$ cat src/rtl/fm_tw_pkg.sv
package fm_tw_pkg;
  // round(2^(word_w+frac_w) / ref_hz): hertz-to-word scale with frac_w guard bits
  function automatic longint unsigned tw_scale_const(longint unsigned ref_hz,
                                                     int unsigned word_w,
                                                     int unsigned frac_w);
    longint unsigned num;
    num = 64'd1 << (word_w + frac_w);
    return (num + ref_hz / 2) / ref_hz;
  endfunction
endpackage

$ cat src/rtl/fm_tw_scale.sv
module fm_tw_scale #(
  parameter int SAMPLE_W = 12,
  parameter int GAIN_W   = 16,
  parameter int FREQ_W   = 28,
  localparam int DEV_W   = SAMPLE_W + GAIN_W + 1
) (
  input  logic                    clk,
  input  logic                    rst_n,
  input  logic                    in_valid,
  input  logic [SAMPLE_W-1:0]     in_sample,
  input  logic [GAIN_W-1:0]       in_gain,
  input  logic [FREQ_W-1:0]       in_centre,
  output logic                    s1_valid,
  output logic signed [DEV_W-1:0] s1_dev,
  output logic [FREQ_W-1:0]       s1_centre
);
  localparam logic [SAMPLE_W-1:0] MID_CODE = SAMPLE_W'(1) << (SAMPLE_W - 1);

  logic signed [SAMPLE_W-1:0] samp_tc;
  logic signed [DEV_W-1:0]    samp_ext, gain_ext, dev_nx;

  // offset binary to two's complement: flip the top bit
  always_comb begin
    samp_tc  = {~in_sample[SAMPLE_W-1], in_sample[SAMPLE_W-2:0]};
    samp_ext = {{(DEV_W-SAMPLE_W){samp_tc[SAMPLE_W-1]}}, samp_tc};
    gain_ext = {{(DEV_W-GAIN_W){1'b0}}, in_gain};
    dev_nx   = samp_ext * gain_ext;
  end

  always_ff @(posedge clk or negedge rst_n) begin
    if (!rst_n) begin
      s1_valid  <= 1'b0;
      s1_dev    <= '0;
      s1_centre <= '0;
    end else begin
      s1_valid <= in_valid;
      if (in_valid) begin
        s1_dev    <= dev_nx;
        s1_centre <= in_centre;
      end
    end
  end

  // mid-scale code yields zero deviation
  p_mid_zero_r1: assert property (@(posedge clk) disable iff (!rst_n)
    (in_valid && in_sample == MID_CODE) |=> (s1_dev == '0));
  // gain of zero never produces deviation
  p_gain_zero_r1: assert property (@(posedge clk) disable iff (!rst_n)
    (in_valid && in_gain == '0) |=> (s1_dev == '0));
endmodule

$ cat src/rtl/fm_tw_clamp.sv
module fm_tw_clamp #(
  parameter int FREQ_W = 28,
  parameter int DEV_W  = 29,
  parameter logic [FREQ_W-1:0] HALF_HZ = FREQ_W'(90_000_000),
  localparam int SUM_W = ((FREQ_W > DEV_W) ? FREQ_W : DEV_W) + 2
) (
  input  logic                    clk,
  input  logic                    rst_n,
  input  logic                    s1_valid,
  input  logic signed [DEV_W-1:0] s1_dev,
  input  logic [FREQ_W-1:0]       s1_centre,
  output logic                    s2_valid,
  output logic [FREQ_W-1:0]       s2_freq,
  output logic                    s2_hi,
  output logic                    s2_sat
);
  logic signed [SUM_W-1:0] centre_ext, dev_ext, sum;
  logic                    neg, hi;
  logic [FREQ_W-1:0]       freq_nx;

  always_comb begin
    centre_ext = {{(SUM_W-FREQ_W){1'b0}}, s1_centre};
    dev_ext    = {{(SUM_W-DEV_W){s1_dev[DEV_W-1]}}, s1_dev};
    sum        = centre_ext + dev_ext;
    neg        = sum[SUM_W-1];
    hi         = !neg && ($unsigned(sum) > {{(SUM_W-FREQ_W){1'b0}}, HALF_HZ});
    if (neg)     freq_nx = '0;
    else if (hi) freq_nx = HALF_HZ;
    else         freq_nx = sum[FREQ_W-1:0];
  end

  always_ff @(posedge clk or negedge rst_n) begin
    if (!rst_n) begin
      s2_valid <= 1'b0;
      s2_freq  <= '0;
      s2_hi    <= 1'b0;
      s2_sat   <= 1'b0;
    end else begin
      s2_valid <= s1_valid;
      if (s1_valid) begin
        s2_freq <= freq_nx;
        s2_hi   <= hi;
        s2_sat  <= neg | hi;
      end
    end
  end

  // a negative deviation larger than the centre clamps to zero
  p_neg_clamp_r4: assert property (@(posedge clk) disable iff (!rst_n)
    (s1_valid && s1_dev[DEV_W-1] && s1_centre == '0 && s1_dev != '0)
      |=> (s2_sat && s2_freq == '0));
  // the clamped frequency never exceeds half the reference
  p_freq_bound_r5: assert property (@(posedge clk) disable iff (!rst_n)
    s2_valid |-> (s2_freq <= HALF_HZ));
endmodule

$ cat src/rtl/fm_tw_convert.sv
module fm_tw_convert #(
  parameter int FREQ_W  = 28,
  parameter int WORD_W  = 32,
  parameter int FRAC_W  = 24,
  parameter int K_W     = 29,
  parameter logic [K_W-1:0] K_CONST = '1,
  localparam int PROD_W = FREQ_W + K_W
) (
  input  logic              clk,
  input  logic              rst_n,
  input  logic              s2_valid,
  input  logic [FREQ_W-1:0] s2_freq,
  input  logic              s2_hi,
  input  logic              s2_sat,
  output logic              out_valid,
  output logic [WORD_W-1:0] out_word,
  output logic              out_sat
);
  localparam logic [WORD_W-1:0] HALF_WORD = WORD_W'(1) << (WORD_W - 1);

  logic [PROD_W-1:0] prod_nx, s3_prod;
  logic              s3_valid, s3_hi, s3_sat;
  logic [PROD_W:0]   rounded;
  logic [WORD_W-1:0] word_nx;

  always_comb begin
    prod_nx = PROD_W'(s2_freq) * PROD_W'(K_CONST);
    rounded = {1'b0, s3_prod} + ((PROD_W+1)'(1) << (FRAC_W - 1));
    if (s3_hi)       word_nx = HALF_WORD;
    else if (s3_sat) word_nx = '0;
    else             word_nx = rounded[FRAC_W +: WORD_W];
  end

  always_ff @(posedge clk or negedge rst_n) begin
    if (!rst_n) begin
      s3_valid  <= 1'b0;
      s3_prod   <= '0;
      s3_hi     <= 1'b0;
      s3_sat    <= 1'b0;
      out_valid <= 1'b0;
      out_word  <= '0;
      out_sat   <= 1'b0;
    end else begin
      s3_valid  <= s2_valid;
      out_valid <= s3_valid;
      if (s2_valid) begin
        s3_prod <= prod_nx;
        s3_hi   <= s2_hi;
        s3_sat  <= s2_sat;
      end
      if (s3_valid) begin
        out_word <= word_nx;
        out_sat  <= s3_sat;
      end
    end
  end

  // an unclamped word stays within one step of the Nyquist word
  p_word_bound_r3: assert property (@(posedge clk) disable iff (!rst_n)
    out_valid |-> (out_word <= HALF_WORD + 1'b1));
  // a clamped result is one of the two limit words
  p_sat_limit_r5: assert property (@(posedge clk) disable iff (!rst_n)
    (out_valid && out_sat) |-> (out_word == '0 || out_word == HALF_WORD));
endmodule

$ cat src/rtl/fm_tuning_word.sv
module fm_tuning_word #(
  parameter int SAMPLE_W = 12,
  parameter int GAIN_W   = 16,
  parameter int FREQ_W   = 28,
  parameter int WORD_W   = 32,
  parameter int FRAC_W   = 24,
  parameter longint unsigned REF_HZ = 180_000_000
) (
  input  logic                clk,
  input  logic                rst_n,
  input  logic                in_valid,
  input  logic [SAMPLE_W-1:0] in_sample,
  input  logic [FREQ_W-1:0]   in_centre,
  input  logic [GAIN_W-1:0]   in_gain,
  output logic                out_valid,
  output logic [WORD_W-1:0]   out_word,
  output logic                out_sat
);
  import fm_tw_pkg::*;

  localparam int DEV_W = SAMPLE_W + GAIN_W + 1;
  localparam longint unsigned K_VAL = tw_scale_const(REF_HZ, WORD_W, FRAC_W);
  localparam int K_W = $clog2(K_VAL + 1);
  localparam logic [FREQ_W-1:0] HALF_HZ = FREQ_W'(REF_HZ / 2);
  localparam int LATENCY = 4;

  // asynchronous assert, synchronous release
  logic [1:0] rst_sync;
  logic       rst_int_n;
  always_ff @(posedge clk or negedge rst_n) begin
    if (!rst_n) rst_sync <= 2'b00;
    else        rst_sync <= {rst_sync[0], 1'b1};
  end
  assign rst_int_n = rst_sync[1];

  logic                    s1_valid, s2_valid, s2_hi, s2_sat;
  logic signed [DEV_W-1:0] s1_dev;
  logic [FREQ_W-1:0]       s1_centre, s2_freq;

  fm_tw_scale #(.SAMPLE_W(SAMPLE_W), .GAIN_W(GAIN_W), .FREQ_W(FREQ_W)) u_scale (
    .clk(clk), .rst_n(rst_int_n), .in_valid(in_valid), .in_sample(in_sample),
    .in_gain(in_gain), .in_centre(in_centre),
    .s1_valid(s1_valid), .s1_dev(s1_dev), .s1_centre(s1_centre));

  fm_tw_clamp #(.FREQ_W(FREQ_W), .DEV_W(DEV_W), .HALF_HZ(HALF_HZ)) u_clamp (
    .clk(clk), .rst_n(rst_int_n), .s1_valid(s1_valid), .s1_dev(s1_dev),
    .s1_centre(s1_centre), .s2_valid(s2_valid), .s2_freq(s2_freq),
    .s2_hi(s2_hi), .s2_sat(s2_sat));

  fm_tw_convert #(.FREQ_W(FREQ_W), .WORD_W(WORD_W), .FRAC_W(FRAC_W), .K_W(K_W),
                  .K_CONST(K_W'(K_VAL))) u_conv (
    .clk(clk), .rst_n(rst_int_n), .s2_valid(s2_valid), .s2_freq(s2_freq),
    .s2_hi(s2_hi), .s2_sat(s2_sat),
    .out_valid(out_valid), .out_word(out_word), .out_sat(out_sat));

  // cycles since reset release, saturating, to gate history-based checks
  logic [2:0] age;
  always_ff @(posedge clk or negedge rst_int_n) begin
    if (!rst_int_n)             age <= '0;
    else if (age != 3'(LATENCY)) age <= age + 3'd1;
  end

  // result strobe follows the input strobe by exactly four edges
  p_latency_r6: assert property (@(posedge clk) disable iff (!rst_int_n)
    (age == 3'(LATENCY)) |-> (out_valid == $past(in_valid, 4)));
  // outputs hold while no result is delivered
  p_hold_r7: assert property (@(posedge clk) disable iff (!rst_int_n)
    !out_valid |-> ($stable(out_word) && $stable(out_sat)));
  // under reset the outputs are idle
  p_reset_idle_r8: assert property (@(posedge clk)
    !rst_int_n |-> (!out_valid && out_word == '0 && !out_sat));
endmodule

$ cat config.mk
export PLATFORM = sky130hd
export DESIGN_NAME = fm_tuning_word
export DESIGN_NICKNAME = d
export VERILOG_FILES = /design/src/rtl/fm_tw_pkg.sv /design/src/rtl/fm_tw_scale.sv /design/src/rtl/fm_tw_clamp.sv /design/src/rtl/fm_tw_convert.sv /design/src/rtl/fm_tuning_word.sv
export SDC_FILE = /design/constraint.sdc
export NUM_CORES = 2
export LEC_CHECK = 0
export BUFFER_PORTS_ARGS = -buffer_cell sky130_fd_sc_hd__buf_2
export CORE_MARGIN = 2
export CORE_UTILIZATION = 30
export CTS_CLUSTER_DIAMETER = 50
export DETAILED_ROUTE_END_ITERATION = 6
export GPL_TIMING_DRIVEN = 1
export REMOVE_ABC_BUFFERS = 1
export SYNTH_ARGS = -nofsm -noshare
export SYNTH_HDL_FRONTEND = slang
export SYNTH_HIERARCHICAL = 1
export SYNTH_SLANG_ARGS = --single-unit
$ cat constraint.sdc
create_clock -name clk -period 5.28 [get_ports clk]
set_input_delay 1.056 -clock clk [delete_from_list [all_inputs] [get_ports clk]]
set_output_delay 1.056 -clock clk [all_outputs]
set_load 0.01 [all_outputs]
---- Word level (Yosys, flattened, before mapping) ----
Cells that the tools add are included.
storage, ports and cells
  output and inout port bits .............. 34
  logic and storage cells ................. 28
  input bits .............................. 59
  bits in registers ....................... 184
operators by class
  bitwise logic cells ..................... 2
  multiply operators ...................... 2
  multiplexer cells ....................... 4
  $lt $le $gt $ge ......................... 1
  $add $sub $neg .......................... 2
  reduce and logical (&&, ||, !) cells .... 2
operators by type and width
  operator                                                                           count
  32-bit two-way mux                                                                 2
  56-bit by 24-bit adder with 56-bit output, second input constant                   1
  28-bit by 29-bit multiplier with 56-bit output, second input constant              1
  28-bit two-way mux                                                                 2
  31-bit by 27-bit greater-than comparator with 1-bit output, second input constant  1
  29-bit by 29-bit adder with 30-bit output                                          1
  12-bit by 17-bit multiplier with 29-bit output                                     1
  1-bit logical AND                                                                  1
  1-bit zero test                                                                    1
  1-bit inverter                                                                     1
  1-bit bitwise OR                                                                   1

---- Longest topological paths before layout ----
  word-level depth ........................ 5
  mapped depth ............................ 26
  mapped depth without buffers ............ 25

---- By module ----
The synthesis kept the hierarchy.
modules (own cells, without submodules)
  module          seq. area each (µm²)  times used  cells an instance  area each (µm²)
  fm_tw_convert   1751.7                1           1809               17820.8
  fm_tw_scale     1451.4                1           962                9011.1
  fm_tw_clamp     775.7                 1           483                3907.5
  fm_tuning_word  50.0                  1           3                  53.8

---- Least setup slack after synthesis ----
No wires, ideal clock.
  path type ............................... reg-to-reg
  start ................................... reg u_clamp.s2_freq[10]
  end ..................................... reg u_conv.s3_prod[53]
  period minus slack after synthesis ...... 6.699 ns
  setup slack ............................. -1.419 ns
  buffers on the path ..................... 1
  data required time ...................... 5.211 ns
  stages on the path, launching flop included .. 25
  setup time .............................. 0.069 ns
  arrival time ............................ 6.630 ns
  path through ............................ dfrtp_1 > inv_1 > fa_1 > fa_1 > inv_1 > fa_1 > inv_1 > fa_1 > inv_1 > fa_1 > fa_1 > inv_1 > fa_1 > inv_1 > ha_1 > buf_6 > a2111o_1 > a221oi_2 > nor4_2 > o31ai_4 > o211ai_2 > o21ai_4 > a211oi_2 > or3_1 > nand3_1
between the ends
  cells in the longest elaborated chain, start to end .. 1
RTL lines
  what                                            line                 source
  from (decl)                                     fm_tw_clamp.sv:13    output logic [FREQ_W-1:0] s2_freq,
  from (signal assigned)                          fm_tw_clamp.sv:41    s2_freq <= freq_nx;
  28-bit by 29-bit multiplier with 56-bit output  fm_tw_convert.sv:27  prod_nx = PROD_W'(s2_freq) * PROD_W'(K_CONST);
  to (signal assigned)                            fm_tw_convert.sv:47  s3_prod <= prod_nx;
  to (decl)                                       fm_tw_convert.sv:21  logic [PROD_W-1:0] prod_nx, s3_prod;
Every way passes these cells.
A chain may end at the register's enable or synchronous reset.

---- Final worst setup path ----
  start ................................... reg u_clamp.s2_freq[6]
  end ..................................... reg u_conv.s3_prod[53]
The elaborated chain is that of the path after synthesis.

==> insert_results.sql <==
INSERT INTO impl_metrics (metric_group, metric, value, unit) VALUES
('cts', 'clock_sink_count', '161', ''),
('critical_path', 'cp.required', '5690', 'ps'),
('critical_path', 'ff2ff_setup_slack', '-1360', 'ps'),
('timing', 'setup_tns', '-35260', 'ps'),
('synth', 'yosysTopAreaCellShare', '32.5', '%'),
('timing', 'post-route-min-period', '6640', 'ps'),
('critical_path', 'crit_path_top_delay_cell', 'sky130_fd_sc_hd__fa_2', ''),
('grt', 'first_global_vias', '25100', ''),
('cts', 'cts.path.max_buffers', '2', ''),
('critical_path', 'cp_max_fo', '5', ''),
('worst_hold_path', 'timing.hold.worst.class', 'primary input to asynchronous set/reset pin', ''),
('cts', 'cts.reportedPaths.clkPinSlew', '70', 'ps'),
('die', 'chipHeight', '324', 'um'),
('timing', 'finalSetupViolCount', '33', ''),
('placed_design', 'port_buffers', '92', ''),
('synth', 'dominant_combinational_cell_family_by_area_after_synthesis', 'adder cells', ''),
('die', 'total_die_area', '105000', 'um^2'),
('synth', 'synth-edff-count', '0', ''),
('synth', 'synth.distinct_cells', '105', ''),
('critical_path', 'worst-endpoint-arrival', '7050', 'ps'),
('synth', 'synthMuxAreaShare', '2.35', '%'),
('layout', 'drive_above_1_share', '27.4', '%'),
('critical_path', 'timing.rr.end', 'u_conv/s3_prod[53]', ''),
('critical_path', 'path_delay_family', 'adder cells', ''),
('timing', 'setup_slack', '-1360', 'ps'),
('status', 'failing_checks', 'setup timing', ''),
('synth', 'avgSynthCellArea', '9.45', 'um^2'),
('synth', 'mappedNetlistArea', '30800', 'um^2'),
('cts', 'clock_tree.root_cell', 'sky130_fd_sc_hd__clkbuf_16', ''),
('synth', 'synth-xor-area-share', '2.42', '%'),
('layout', 'syn_to_final_growth', '26.1', '%'),
('grt', 'grt_usage', '16.2', '%'),
('timing', 'layout_worst_path_cycle_share', '126', '%'),
('synth', 'yosysTopAreaCell', 'sky130_fd_sc_hd__fa_1', ''),
('synth', 'yosys.cell_count.top_type', 'sky130_fd_sc_hd__inv_1', ''),
('routing', 'post_drt_wl_per_cell', '16.2', 'um'),
('layout', 'finalInstanceArea', '38800', 'um^2'),
('cts', 'htreeDepth', '4', ''),
('routing', 'routed-via-count', '23600', ''),
('die', 'floorplan.initialDensity', '30.3', '%'),
('run', 'cap_viol_max_count', '0', ''),
('layout', 'finalNetCount', '4760', ''),
('critical_path', 'critical_path.cell_chain', 'fa_2, inv_2, fa_2, fa_1, fa_2, inv_1, fa_1, fa_1, inv_1, fa_1, inv_2, ha_4, and3_4, buf_4, a221oi_4, nor4_4, o31ai_4, o211ai_2, o21ai_4, a211oi_4, or3_1, nand3_2', ''),
('synth', 'synth_adder_area_share', '48.5', '%'),
('grt', 'grt_overflow_total', '0', ''),
('synth', 'ys_async_sr_fraction', '100', '%'),
('synth', 'synth.yosys.warnings', '6', ''),
('synth', 'ys_top_cells_by_count', 'sky130_fd_sc_hd__inv_1, sky130_fd_sc_hd__fa_1, sky130_fd_sc_hd__ha_1', ''),
('status', 'run_status', 'complete, but fails checks', ''),
('routing', 'detailedRoute.firstPassIterationCount', '5', ''),
('placed_design', 'post-place-ws', '-1580', 'ps'),
('grt', 'grt_first_pass_wirelength', '135000', 'um'),
('routing', 'final_wirelength', '84100', 'um'),
('critical_path', 'r2r_start', 'u_clamp/s2_freq[6]', ''),
('synth', 'synth-seq-area-share', '13.1', '%'),
('synth', 'synthesis_stage_register_bit_count', '161', ''),
('timing', 'worst_slew_pin_slew', '966', 'ps'),
('timing', 'maximum_frequency_from_static_timing_analysis', '0.151', 'GHz'),
('timing', 'rsz0062_at_grt', 'yes', ''),
('cts', 'post_cts_hold_buffer_count', '0', ''),
('routing', 'ant_nets', '0', ''),
('critical_path', 'crit_path_frequent_cell', 'sky130_fd_sc_hd__fa_1', ''),
('placed_design', 'place_hpwl', '73600', 'um'),
('synth', 'post_synth_inst_count', '3257', ''),
('die', 'rows', '117', ''),
('synth', 'share_of_the_synthesized_area_in_compound_gates_ao_oa_aoi_oai', '11.6', '%'),
('synth', 'yosys.area_share.simple', '10.5', '%'),
('die', 'core', '102000', 'um^2'),
('die', 'boundaryPins', '93', ''),
('synth', 'ys_dominant_reg_cell', 'sky130_fd_sc_hd__dfrtp_1', ''),
('timing', 'hold_viol_final', '0', '');
-- per-layer routing --
layer	vias to the layer above	share of wire, %	GRT usage (%)
met5	-	0.12	0
met4	18	3.3	5.18
met3	128	4.0	2.61
met2	374	48	27.9
met1	11600	44	20.6
li1	11500	-	-
-- state kept, by name, indices dropped and copies added, names as in the netlist --
register,cells
u_conv/out_valid,1
u_scale/s1_dev,29
u_conv/s3_hi,1
u_clamp/s2_sat,1
u_conv/out_word,32
u_conv/s3_sat,1
rst_sync,2
u_clamp/s2_valid,1
u_conv/s3_prod,33
u_scale/s1_valid,1
u_clamp/s2_freq,28
u_scale/s1_centre,28
u_conv/s3_valid,1
u_clamp/s2_hi,1
u_conv/out_sat,1
-- worst register-to-register path, cell delays in order (launching register included) --
cell	delay (ps)
sky130_fd_sc_hd__dfrtp_2	480
sky130_fd_sc_hd__fa_2	620
sky130_fd_sc_hd__inv_2	70
sky130_fd_sc_hd__fa_2	580
sky130_fd_sc_hd__fa_1	440
sky130_fd_sc_hd__fa_2	530
sky130_fd_sc_hd__inv_1	50
sky130_fd_sc_hd__fa_1	390
sky130_fd_sc_hd__fa_1	510
sky130_fd_sc_hd__inv_1	50
sky130_fd_sc_hd__fa_1	530
sky130_fd_sc_hd__inv_2	60
sky130_fd_sc_hd__ha_4	210
sky130_fd_sc_hd__and3_4	180
sky130_fd_sc_hd__buf_4	130
sky130_fd_sc_hd__a221oi_4	300
sky130_fd_sc_hd__nor4_4	100
sky130_fd_sc_hd__o31ai_4	290
sky130_fd_sc_hd__o211ai_2	180
sky130_fd_sc_hd__o21ai_4	290
sky130_fd_sc_hd__a211oi_4	120
sky130_fd_sc_hd__or3_1	380
sky130_fd_sc_hd__nand3_2	80
-- cell families (layout without fill, tap and decap cells) --
kind of cell,count (synthesis),count (layout)
XOR/XNOR,85,85
other,1,2
AND/OR/NAND/NOR,651,651
AO/OA/AOI/OAI,479,479
multiplexers,65,65
buffers and inverters,921,1484
adder cells (fa/ha/maj),894,894
flip-flops,161,161
-- final cells by class --
class / instances / area [um^2] / share of cell area, %
Tap cell: 1368 / 1710 / 4.41
Clock buffer: 19 / 443 / 1.14
Inverter: 839 / 3160 / 8.13
Clock inverter: 13 / 164 / 0.422
Timing Repair Buffer: 613 / 4740 / 12.2
Multi-Input combinational cell: 2175 / 24600 / 63.3
Antenna cell: 1 / 2.50 / 0.00645
Sequential cell: 161 / 4040 / 10.4
-- worst max path at each step --
stage | start | to | cells after the start
4_1_cts | u_clamp/s2_freq[10] | u_conv/s3_prod[55] | 22
3_3_place_gp | u_clamp/s2_freq[10] | u_conv/s3_prod[53] | 24
2_1_floorplan | u_clamp/s2_freq[10] | u_conv/s3_prod[53] | 23
6_report | u_clamp/s2_freq[6] | u_conv/s3_prod[53] | 22
3_5_place_dp | u_clamp/s2_freq[10] | u_conv/s3_prod[53] | 23
5_1_grt | u_clamp/s2_freq[7] | u_conv/s3_prod[53] | 22
-- stage by stage --
step	instances	utilization, %	hold slack (ps)
2_1_floorplan	3175	-	331
3_3_place_gp	5096	35.5	339
3_5_place_dp	5096	35.5	336
4_1_cts	5157	37.0	312
5_1_grt	5189	38.2	319
6_report	5189	38.2	344
-- cells in the final DEF, fill, tap and decap left out, types with 41 or more instances in the layout --
| master | n |
|---|---|
| sky130_fd_sc_hd__a21o_1 | 46 |
| sky130_fd_sc_hd__a21oi_1 | 81 |
| sky130_fd_sc_hd__and2_1 | 55 |
| sky130_fd_sc_hd__buf_2 | 69 |
| sky130_fd_sc_hd__buf_4 | 481 |
| sky130_fd_sc_hd__buf_6 | 53 |
| sky130_fd_sc_hd__dfrtp_1 | 152 |
| sky130_fd_sc_hd__fa_1 | 452 |
| sky130_fd_sc_hd__fa_2 | 48 |
| sky130_fd_sc_hd__ha_1 | 349 |
| sky130_fd_sc_hd__ha_4 | 42 |
| sky130_fd_sc_hd__inv_1 | 785 |
| sky130_fd_sc_hd__inv_2 | 52 |
| sky130_fd_sc_hd__mux2_2 | 58 |
| sky130_fd_sc_hd__nand2_1 | 226 |
| sky130_fd_sc_hd__nand3_1 | 41 |
| sky130_fd_sc_hd__nor2_1 | 102 |
| sky130_fd_sc_hd__o21ai_0 | 51 |
| sky130_fd_sc_hd__xnor2_1 | 52 |
-- repair_timing --
| action | 4_1_cts | 5_1_grt |
|---|---|---|
| endpoints found under the hold margin | 0 | 0 |
| resized for setup | 189 | 229 |
| endpoints found under the setup margin | 40 | 49 |
| setup buffers | 30 | 34 |
| pin swaps | 162 | 139 |
Power is left out: the tool's default activity adds up to more than one toggle a clock period on the data nets, which glitch-free logic cannot reach.
